==> src/rtl/cmi_pkg.sv <==
package cmi_pkg;
   localparam int CMI_ADDR_W = 3;
   typedef enum logic [CMI_ADDR_W-1:0] {
      RA_ENABLE = 3'd0,
      RA_MASK   = 3'd1,
      RA_SENSE  = 3'd2,
      RA_POLAR  = 3'd3,
      RA_MSTAT  = 3'd4,
      RA_RAW    = 3'd5,
      RA_CLEAR  = 3'd6,
      RA_PORT   = 3'd7
   } cmi_addr_e;
endpackage

==> src/rtl/cmi_sync.sv <==
module cmi_sync #(
   parameter int WIDTH  = 12,
   parameter int STAGES = 2
) (
   input  logic             clk,
   input  logic             rst_n,
   input  logic [WIDTH-1:0] d,
   output logic [WIDTH-1:0] q
);
   generate
      if (STAGES < 2) begin : g_bad
         $error("cmi_sync needs at least two stages");
      end
   endgenerate

   logic [STAGES-1:0][WIDTH-1:0] stg_q;

   always_ff @(posedge clk or negedge rst_n) begin
      if (!rst_n) stg_q <= '0;
      else        stg_q <= {stg_q[STAGES-2:0], d};
   end

   assign q = stg_q[STAGES-1];
endmodule

==> src/rtl/cmi_detect.sv <==
module cmi_detect #(
   parameter int WIDTH = 12
) (
   input  logic             clk,
   input  logic             rst_n,
   input  logic [WIDTH-1:0] cur,
   input  logic [WIDTH-1:0] sense_edge,
   input  logic [WIDTH-1:0] polar_hi,
   input  logic [WIDTH-1:0] clr,
   output logic [WIDTH-1:0] raw
);
   logic [WIDTH-1:0] prev_q, pend_q, pend_d, hit;

   always_ff @(posedge clk or negedge rst_n) begin
      if (!rst_n) begin
         prev_q <= '0;
         pend_q <= '0;
      end else begin
         prev_q <= cur;
         pend_q <= pend_d;
      end
   end

   generate
      for (genvar i = 0; i < WIDTH; i++) begin : g_bit
         logic act_now, act_prev;
         assign act_now   = polar_hi[i] ? cur[i]    : ~cur[i];
         assign act_prev  = polar_hi[i] ? prev_q[i] : ~prev_q[i];
         assign hit[i]    = act_now & ~act_prev;
         assign pend_d[i] = sense_edge[i] & (hit[i] | (pend_q[i] & ~clr[i]));
         assign raw[i]    = sense_edge[i] ? pend_q[i] : act_now;


         edge_hold_chk: assert property (@(posedge clk) disable iff (!rst_n)
            (pend_q[i] && !clr[i] && sense_edge[i]) |=> (pend_q[i] || !sense_edge[i]));

         edge_clear_chk: assert property (@(posedge clk) disable iff (!rst_n)
            (clr[i] && !hit[i]) |=> !pend_q[i]);

         level_follow_chk: assert property (@(posedge clk) disable iff (!rst_n)
            !sense_edge[i] |-> (raw[i] == (cur[i] == polar_hi[i])));
      end
   endgenerate
endmodule

==> src/rtl/cmi_regs.sv <==
module cmi_regs
   import cmi_pkg::*;
#(
   parameter int WIDTH  = 12,
   parameter int DATA_W = 32
) (
   input  logic                  clk,
   input  logic                  rst_n,
   input  logic                  wr,
   input  logic [CMI_ADDR_W-1:0] addr,
   input  logic [DATA_W-1:0]     wdata,
   input  logic [WIDTH-1:0]      raw,
   input  logic [WIDTH-1:0]      mstat,
   input  logic [WIDTH-1:0]      port,
   output logic [WIDTH-1:0]      enable_q,
   output logic [WIDTH-1:0]      mask_q,
   output logic [WIDTH-1:0]      sense_q,
   output logic [WIDTH-1:0]      polar_q,
   output logic [WIDTH-1:0]      clr,
   output logic [DATA_W-1:0]     rdata
);
   generate
      if (WIDTH > DATA_W) begin : g_bad
         $error("cmi_regs: more inputs than data bits");
      end
   endgenerate

   logic [WIDTH-1:0] wbits, sel;
   assign wbits = wdata[WIDTH-1:0];

   always_ff @(posedge clk or negedge rst_n) begin
      if (!rst_n) begin
         enable_q <= '0;
         mask_q   <= '0;
         sense_q  <= '0;
         polar_q  <= '0;
      end else if (wr) begin
         case (cmi_addr_e'(addr))
            RA_ENABLE: enable_q <= wbits;
            RA_MASK:   mask_q   <= wbits;
            RA_SENSE:  sense_q  <= wbits;
            RA_POLAR:  polar_q  <= wbits;
            default: ;
         endcase
      end
   end

   assign clr = (wr && cmi_addr_e'(addr) == RA_CLEAR) ? wbits : '0;

   always_comb begin
      case (cmi_addr_e'(addr))
         RA_ENABLE: sel = enable_q;
         RA_MASK:   sel = mask_q;
         RA_SENSE:  sel = sense_q;
         RA_POLAR:  sel = polar_q;
         RA_MSTAT:  sel = mstat;
         RA_RAW:    sel = raw;
         RA_PORT:   sel = port;
         default:   sel = '0;
      endcase
   end

   assign rdata = DATA_W'(sel);
endmodule

==> src/rtl/cmi_irq_unit.sv <==
module cmi_irq_unit
   import cmi_pkg::*;
#(
   parameter int NUM_IN      = 12,
   parameter int DATA_W      = 32,
   parameter int SYNC_STAGES = 2
) (
   input  logic                  clk,
   input  logic                  rst_n,
   input  logic [NUM_IN-1:0]     mon_in,
   input  logic                  bus_wr,
   input  logic [CMI_ADDR_W-1:0] bus_addr,
   input  logic [DATA_W-1:0]     bus_wdata,
   output logic [DATA_W-1:0]     bus_rdata,
   output logic                  irq
);
   logic [NUM_IN-1:0] sync_lv, raw, mstat, en, msk, sense, polar, clr;

   cmi_sync #(.WIDTH(NUM_IN), .STAGES(SYNC_STAGES)) u_sync (
      .clk(clk), .rst_n(rst_n), .d(mon_in), .q(sync_lv));

   cmi_detect #(.WIDTH(NUM_IN)) u_det (
      .clk(clk), .rst_n(rst_n), .cur(sync_lv), .sense_edge(sense),
      .polar_hi(polar), .clr(clr), .raw(raw));

   cmi_regs #(.WIDTH(NUM_IN), .DATA_W(DATA_W)) u_regs (
      .clk(clk), .rst_n(rst_n), .wr(bus_wr), .addr(bus_addr),
      .wdata(bus_wdata), .raw(raw), .mstat(mstat), .port(sync_lv),
      .enable_q(en), .mask_q(msk), .sense_q(sense), .polar_q(polar),
      .clr(clr), .rdata(bus_rdata));

   assign mstat = raw & en & ~msk;
   assign irq   = |mstat;


   irq_source_chk: assert property (@(posedge clk) disable iff (!rst_n)
      irq |-> ((raw & en) != '0));

   irq_disabled_chk: assert property (@(posedge clk) disable iff (!rst_n)
      (en == '0) |-> !irq);
endmodule

==> config.mk <==
export PLATFORM = sky130hd
export DESIGN_NAME = cmi_irq_unit
export DESIGN_NICKNAME = d
export VERILOG_FILES = /design/src/rtl/cmi_pkg.sv /design/src/rtl/cmi_sync.sv /design/src/rtl/cmi_detect.sv /design/src/rtl/cmi_regs.sv /design/src/rtl/cmi_irq_unit.sv
export SDC_FILE = /design/constraint.sdc
export NUM_CORES = 1
export LEC_CHECK = 0
export ABC_AREA = 1
export CORE_MARGIN = 3
export CORE_UTILIZATION = 50
export CTS_CLUSTER_DIAMETER = 150
export DETAILED_ROUTE_END_ITERATION = 8
export DONT_BUFFER_PORTS = 1
export GPL_ROUTABILITY_DRIVEN = 1
export MAX_ROUTING_LAYER = met4
export PLACE_DENSITY = 0.66
export SYNTH_ARGS = -nofsm -noshare
export SYNTH_HDL_FRONTEND = slang
export SYNTH_SLANG_ARGS = --single-unit
==> constraint.sdc <==
create_clock -name clk -period 1.3 [get_ports clk]
set_clock_uncertainty 0.2 [all_clocks]
set_input_delay 0.195 -clock clk [delete_from_list [all_inputs] [get_ports clk]]
set_output_delay 0.195 -clock clk [all_outputs]
set_load 0.01 [all_outputs]
After elaboration in Yosys (flattened, before gate mapping). Cells that the tools add are included.

Register bits: 96. Bits of input ports: 50. Output and inout port bits: 33. Word-level logic and storage cells: 159.

Eq/ne operators: 7. Muxes and demuxes: 38. Bitwise gates (word level): 99. Reduce and logical (&&, ||, !) cells: 7.

Operators by type and width (number): 12-bit case mux with 7 select lines (1); 1-bit NOT (48); 1-bit bitwise AND (36); 1-bit two-way mux (36); 12-bit bitwise AND (2); 3-bit == test (second input constant) (4); 12-bit two-way mux (1); 12-bit NOT (1); 1-bit OR (12); 12-bit OR reduction (1); 2-bit AND reduction (4); 3-bit by 2-bit == test with 1-bit output (second input constant) (2); 3-bit by 1-bit == test with 1-bit output (second input constant) (1); 3-bit zero test (1); 1-bit logical AND (1).

Logic depth before layout (Yosys ltp).
Depth in word-level cells: 7. Depth in mapped cells: 8. Gate-level depth less buffers: 8.

Modules after synthesis. Synthesis repeated with hierarchy kept, for this count alone.

Cells, all modules: 647. Area, all modules: 4944.7 um2.

Modules (own cells, without submodules): cmi_regs (instances 1, cells an instance 398, area an instance 2776.4 um2, sequential area each 1201.2 um2); cmi_detect (instances 1, cells an instance 168, area an instance 1246.2 um2, sequential area each 600.6 um2); cmi_sync (instances 1, cells an instance 36, area an instance 690.7 um2, sequential area each 600.6 um2); cmi_irq_unit (instances 1, cells an instance 45, area an instance 231.5 um2, sequential area each 0.0 um2).

Least setup slack after synthesis. No wires, ideal clock.

Path kind: register to output. Start: register u_regs.sense_q[0]. End: output port bus_rdata[0]. Arrival time: 1002 ps. Data required time: 905 ps. Setup slack: -97 ps. Cell stages (with the launch flop): 6. Path buffers: 0. Cell sequence: dfrtp_1 inv_1 or2_2 and2_1 nand3_1 nand3_1.

Longest elaborated chain between the ends: 4.

Ends and longest elaborated chain: start: declaration (RTL line cmi_regs.sv:17) `output logic [WIDTH-1:0] sense_q,`; start signal: assignment (RTL line cmi_regs.sv:41) `RA_SENSE: sense_q <= wbits;`; 1-bit two-way mux (RTL line cmi_detect.sv:31) `assign raw[i] = sense_edge[i] ? pend_q[i] : act_now;`; 12-bit bitwise AND (2 in a row) (RTL line cmi_irq_unit.sv:32) `assign mstat = raw & en & ~msk;`; 12-bit case mux with 7 select lines (*) (RTL line cmi_regs.sv:51) `case (cmi_addr_e'(addr))`; end: declaration (RTL line cmi_irq_unit.sv:14) `output logic [DATA_W-1:0] bus_rdata,`.

Every way passes the cells marked *; elsewhere a longest branch is shown, timed or not.

Final worst setup path.
Start: register u_regs.sense_q[9]. End: output port irq.

Longest elaborated chain between the ends: 4.

Ends and longest elaborated chain: 1-bit two-way mux (RTL line cmi_detect.sv:31); 12-bit bitwise AND (2 in a row) (RTL line cmi_irq_unit.sv:32); 12-bit OR reduction (RTL line cmi_irq_unit.sv:33) `assign irq = |mstat;`; end: declaration (RTL line cmi_irq_unit.sv:15) `output logic irq`.

No other way between the ends.

==> results.cfg <==
[critical_path]
cp_max_fo = 4
reg2reg_to = u_det.pend_q[9]$_DFF_PN0_
end_kind = output port
arrival_ps = 1440
cp.required_ps = 900
r2r-start = u_sync.q[9]$_DFF_PN0_
critPathLaunchType = flop
r2r_slack_ps = 30
setup.worst_path.class = flop to output port
worst-r2r-cell-count = 3

[cts]
cts_tree = yes
path_clk_slew_ps = 100
clkSinkCount = 96
clk_latency_ps = 380
cts_root_buf = clkbuf_8
numCtsBuffers = 9
ctsHtreeMaxLevel = 3
cts.path.max_buffers = 2
cts_hold_buf = 25

[sta]
fin_tns_setup_ps = -6060
finalCritPeriodShare = 1.41
min_period_ps = 1840
fmax_ghz = 0.544
finalHoldViolCount = 96
drv_slew = 0
finalWorstSetupSlack_ps = -539
rsz0062_at_grt = yes
holdWs_ps = -701
setup_viol = 13

[finish]
multi_input_comb_area_um2 = 2390
fill_cells = 651
diodes = 0
fin_cells = 800
seq_area_um2 = 2400
drive_above_1_share = 0.442
area_growth_pct = 39.9
nNetsFinal = 737

[pwr]
pwr_density_cell_nw_per_um2 = 1280
power_leakage_nw = 3.23
power.ir.vdd_worst_mv = 0.740

[global_routing]
grt_max_degree = 97
grt_pass1_vias = 4218
grt_first_pass_wirelength_um = 20100
antenna_found_initial = 0
overflow = 0
groute.usage.overall = 0.257

[placed_design]
dp_hpwl_um = 8170
port_buffers = 0
gp_congestion = 0.889
dpl.cell_count = 747

[route]
via_per_inst = 5.28
wl_per_cell_um = 15.4
route.detailed.drc = 0
routed_wl_um = 12300
dr.pass1.iters = 4
ant_nets = 0
detail_route.iter0.violations = 241
via_count = 4221

[synthesis]
syn_inst = 557
synth_edf_count = 0
synth.avg_cell_area_um2 = 8.32
async_flop_share = 1.00
ys_seq_elements = 96
synthFlopType = dfrtp_1
ys_types = 24
syn_area_um2 = 4630
ys_warn_count = 0
ys_seq_area_frac = 0.518

[die]
start_util = 0.524
die_h_um = 102
rows = 34
dieArea_um2 = 10500
die_w_um = 102
num_io_pins = 83
core_um2 = 8850

[job]
cap_violations = 0

[worst_hold_path]
min_path_type = input port to asynchronous set/reset pin

[status]
violations = hold timing, setup timing
status = finished with violations
area by class of cell:
| type | instances | share of cell area |
|---|---|---|
| flip-flops and latches | 96 | 0.371 |
| multi-input cells | 380 | 0.368 |
| repair buffers | 133 | 0.172 |
| inverters | 67 | 0.0390 |
| clock buffers | 10 | 0.0212 |
| well taps | 108 | 0.0208 |
| clock inverters | 6 | 0.00888 |
layer usage:
| metal | wire, µm | up-vias | global-route usage |
|---|---|---|---|
| met1 | 5040 | 2045 | 0.323 |
| met3 | 875 | 24 | 0.0676 |
| li1 | - | 2032 | - |
| met2 | 6170 | 120 | 0.419 |
| met4 | 243 | 0 | 0.0595 |
| met5 | 0 | - | - |
cells by family after synthesis:
logic type | synth area share
buffers and inverters | 0.105
AOI/OAI and AO/OA | 0.107
other | 0.000809
DFF | 0.518
and+or+nand+nor | 0.269
cells in the final DEF (no fill, tap or decap), types with 14 or more instances in the layout:
cell           count
dfrtp_1           95
or2_4             14
dlygate4sd3_1     24
buf_4            102
o21ai_0           44
nand2_1           97
nand3_2           39
nor2_1            16
inv_2             28
nand3_1           27
inv_1             37
nand2_2           31
conb_1            20
metrics by stage:
| stage | hold WS [ps] | power [mW] | utilization | instance area [µm²] | setup slack, ps |
|---|---|---|---|---|---|
| 6_report | -701 | 8.28 | 0.733 | 6480 | -539 |
| 5_1_grt | -729 | 8.78 | 0.733 | 6480 | -616 |
| 4_1_cts | -707 | 8.13 | 0.714 | 6310 | -527 |
| 3_5_place_dp | -298 | 5.88 | 0.636 | 5630 | -254 |
| 3_3_place_gp | -298 | 5.79 | 0.636 | 5630 | -175 |
| 2_1_floorplan | -301 | 5.05 | - | 4970 | -30.8 |
worst max-delay path, stage by stage, from the launching register on:
cell and delay, ps:
dfrtp_1 400, inv_2 80, or2_4 240, nand3_2 80, nand2_2 70, nor2_4 110
nand3_4 100
power breakdown:
part           total, mW  internal [mW]  switching [mW]
sequential          3.62           3.37           0.252
clock               1.96          0.796            1.17
combinational       2.70           1.37            1.34
total               8.28           5.53            2.76
cell usage after synthesis, types with 2 or more instances:
cell | number | share of area
buf_6 | 3 | 0.0073
a31oi_1 | 12 | 0.016
inv_2 | 2 | 0.0016
buf_2 | 6 | 0.0065
nor2_1 | 28 | 0.023
o22ai_1 | 11 | 0.015
or2_2 | 24 | 0.032
and2_1 | 12 | 0.016
buf_4 | 21 | 0.034
o21ai_1 | 3 | 0.0032
dfrtp_1 | 96 | 0.52
nand3_1 | 77 | 0.083
clkbuf_1 | 3 | 0.0024
inv_1 | 63 | 0.051
nand2_4 | 2 | 0.0049
nand2_1 | 129 | 0.10
o21ai_0 | 46 | 0.050
o21ai_2 | 12 | 0.023
nor3_1 | 2 | 0.0022
worst max path at each step:
stage | from | to | slack (ps) | depth (start not counted)
after CTS | u_regs.sense_q[9]$_DFFE_PN0P_ | irq | -530 | 6
after floorplan | u_regs.sense_q[11]$_DFFE_PN0P_ | irq | -30 | 6
after global placement | u_regs.sense_q[11]$_DFFE_PN0P_ | irq | -180 | 6
after global routing | u_regs.sense_q[9]$_DFFE_PN0P_ | irq | -620 | 6
after detailed placement | bus_addr[1] | u_det.pend_q[0]$_DFF_PN0_ | -250 | 7
final | u_regs.sense_q[9]$_DFFE_PN0P_ | irq | -540 | 6
flip-flops by register name, indices dropped and copies added, names as in the netlist:
name / flops
u_det.pend_q: 12
u_det.prev_q: 12
u_regs.enable_q: 12
u_regs.mask_q: 12
u_regs.polar_q: 12
u_regs.sense_q: 12
u_sync.q: 12
u_sync.stg_q: 12
repair_timing:
| action | CTS | global route |
|---|---|---|
| setup endpoints to repair | 13 | 52 |
| gates resized for setup | 41 | 53 |
| setup buffers | 8 | 5 |
| pin swaps | 16 | 25 |
| endpoints found under the hold margin | 166 | 96 |
(Power assumes the default switching activity.)
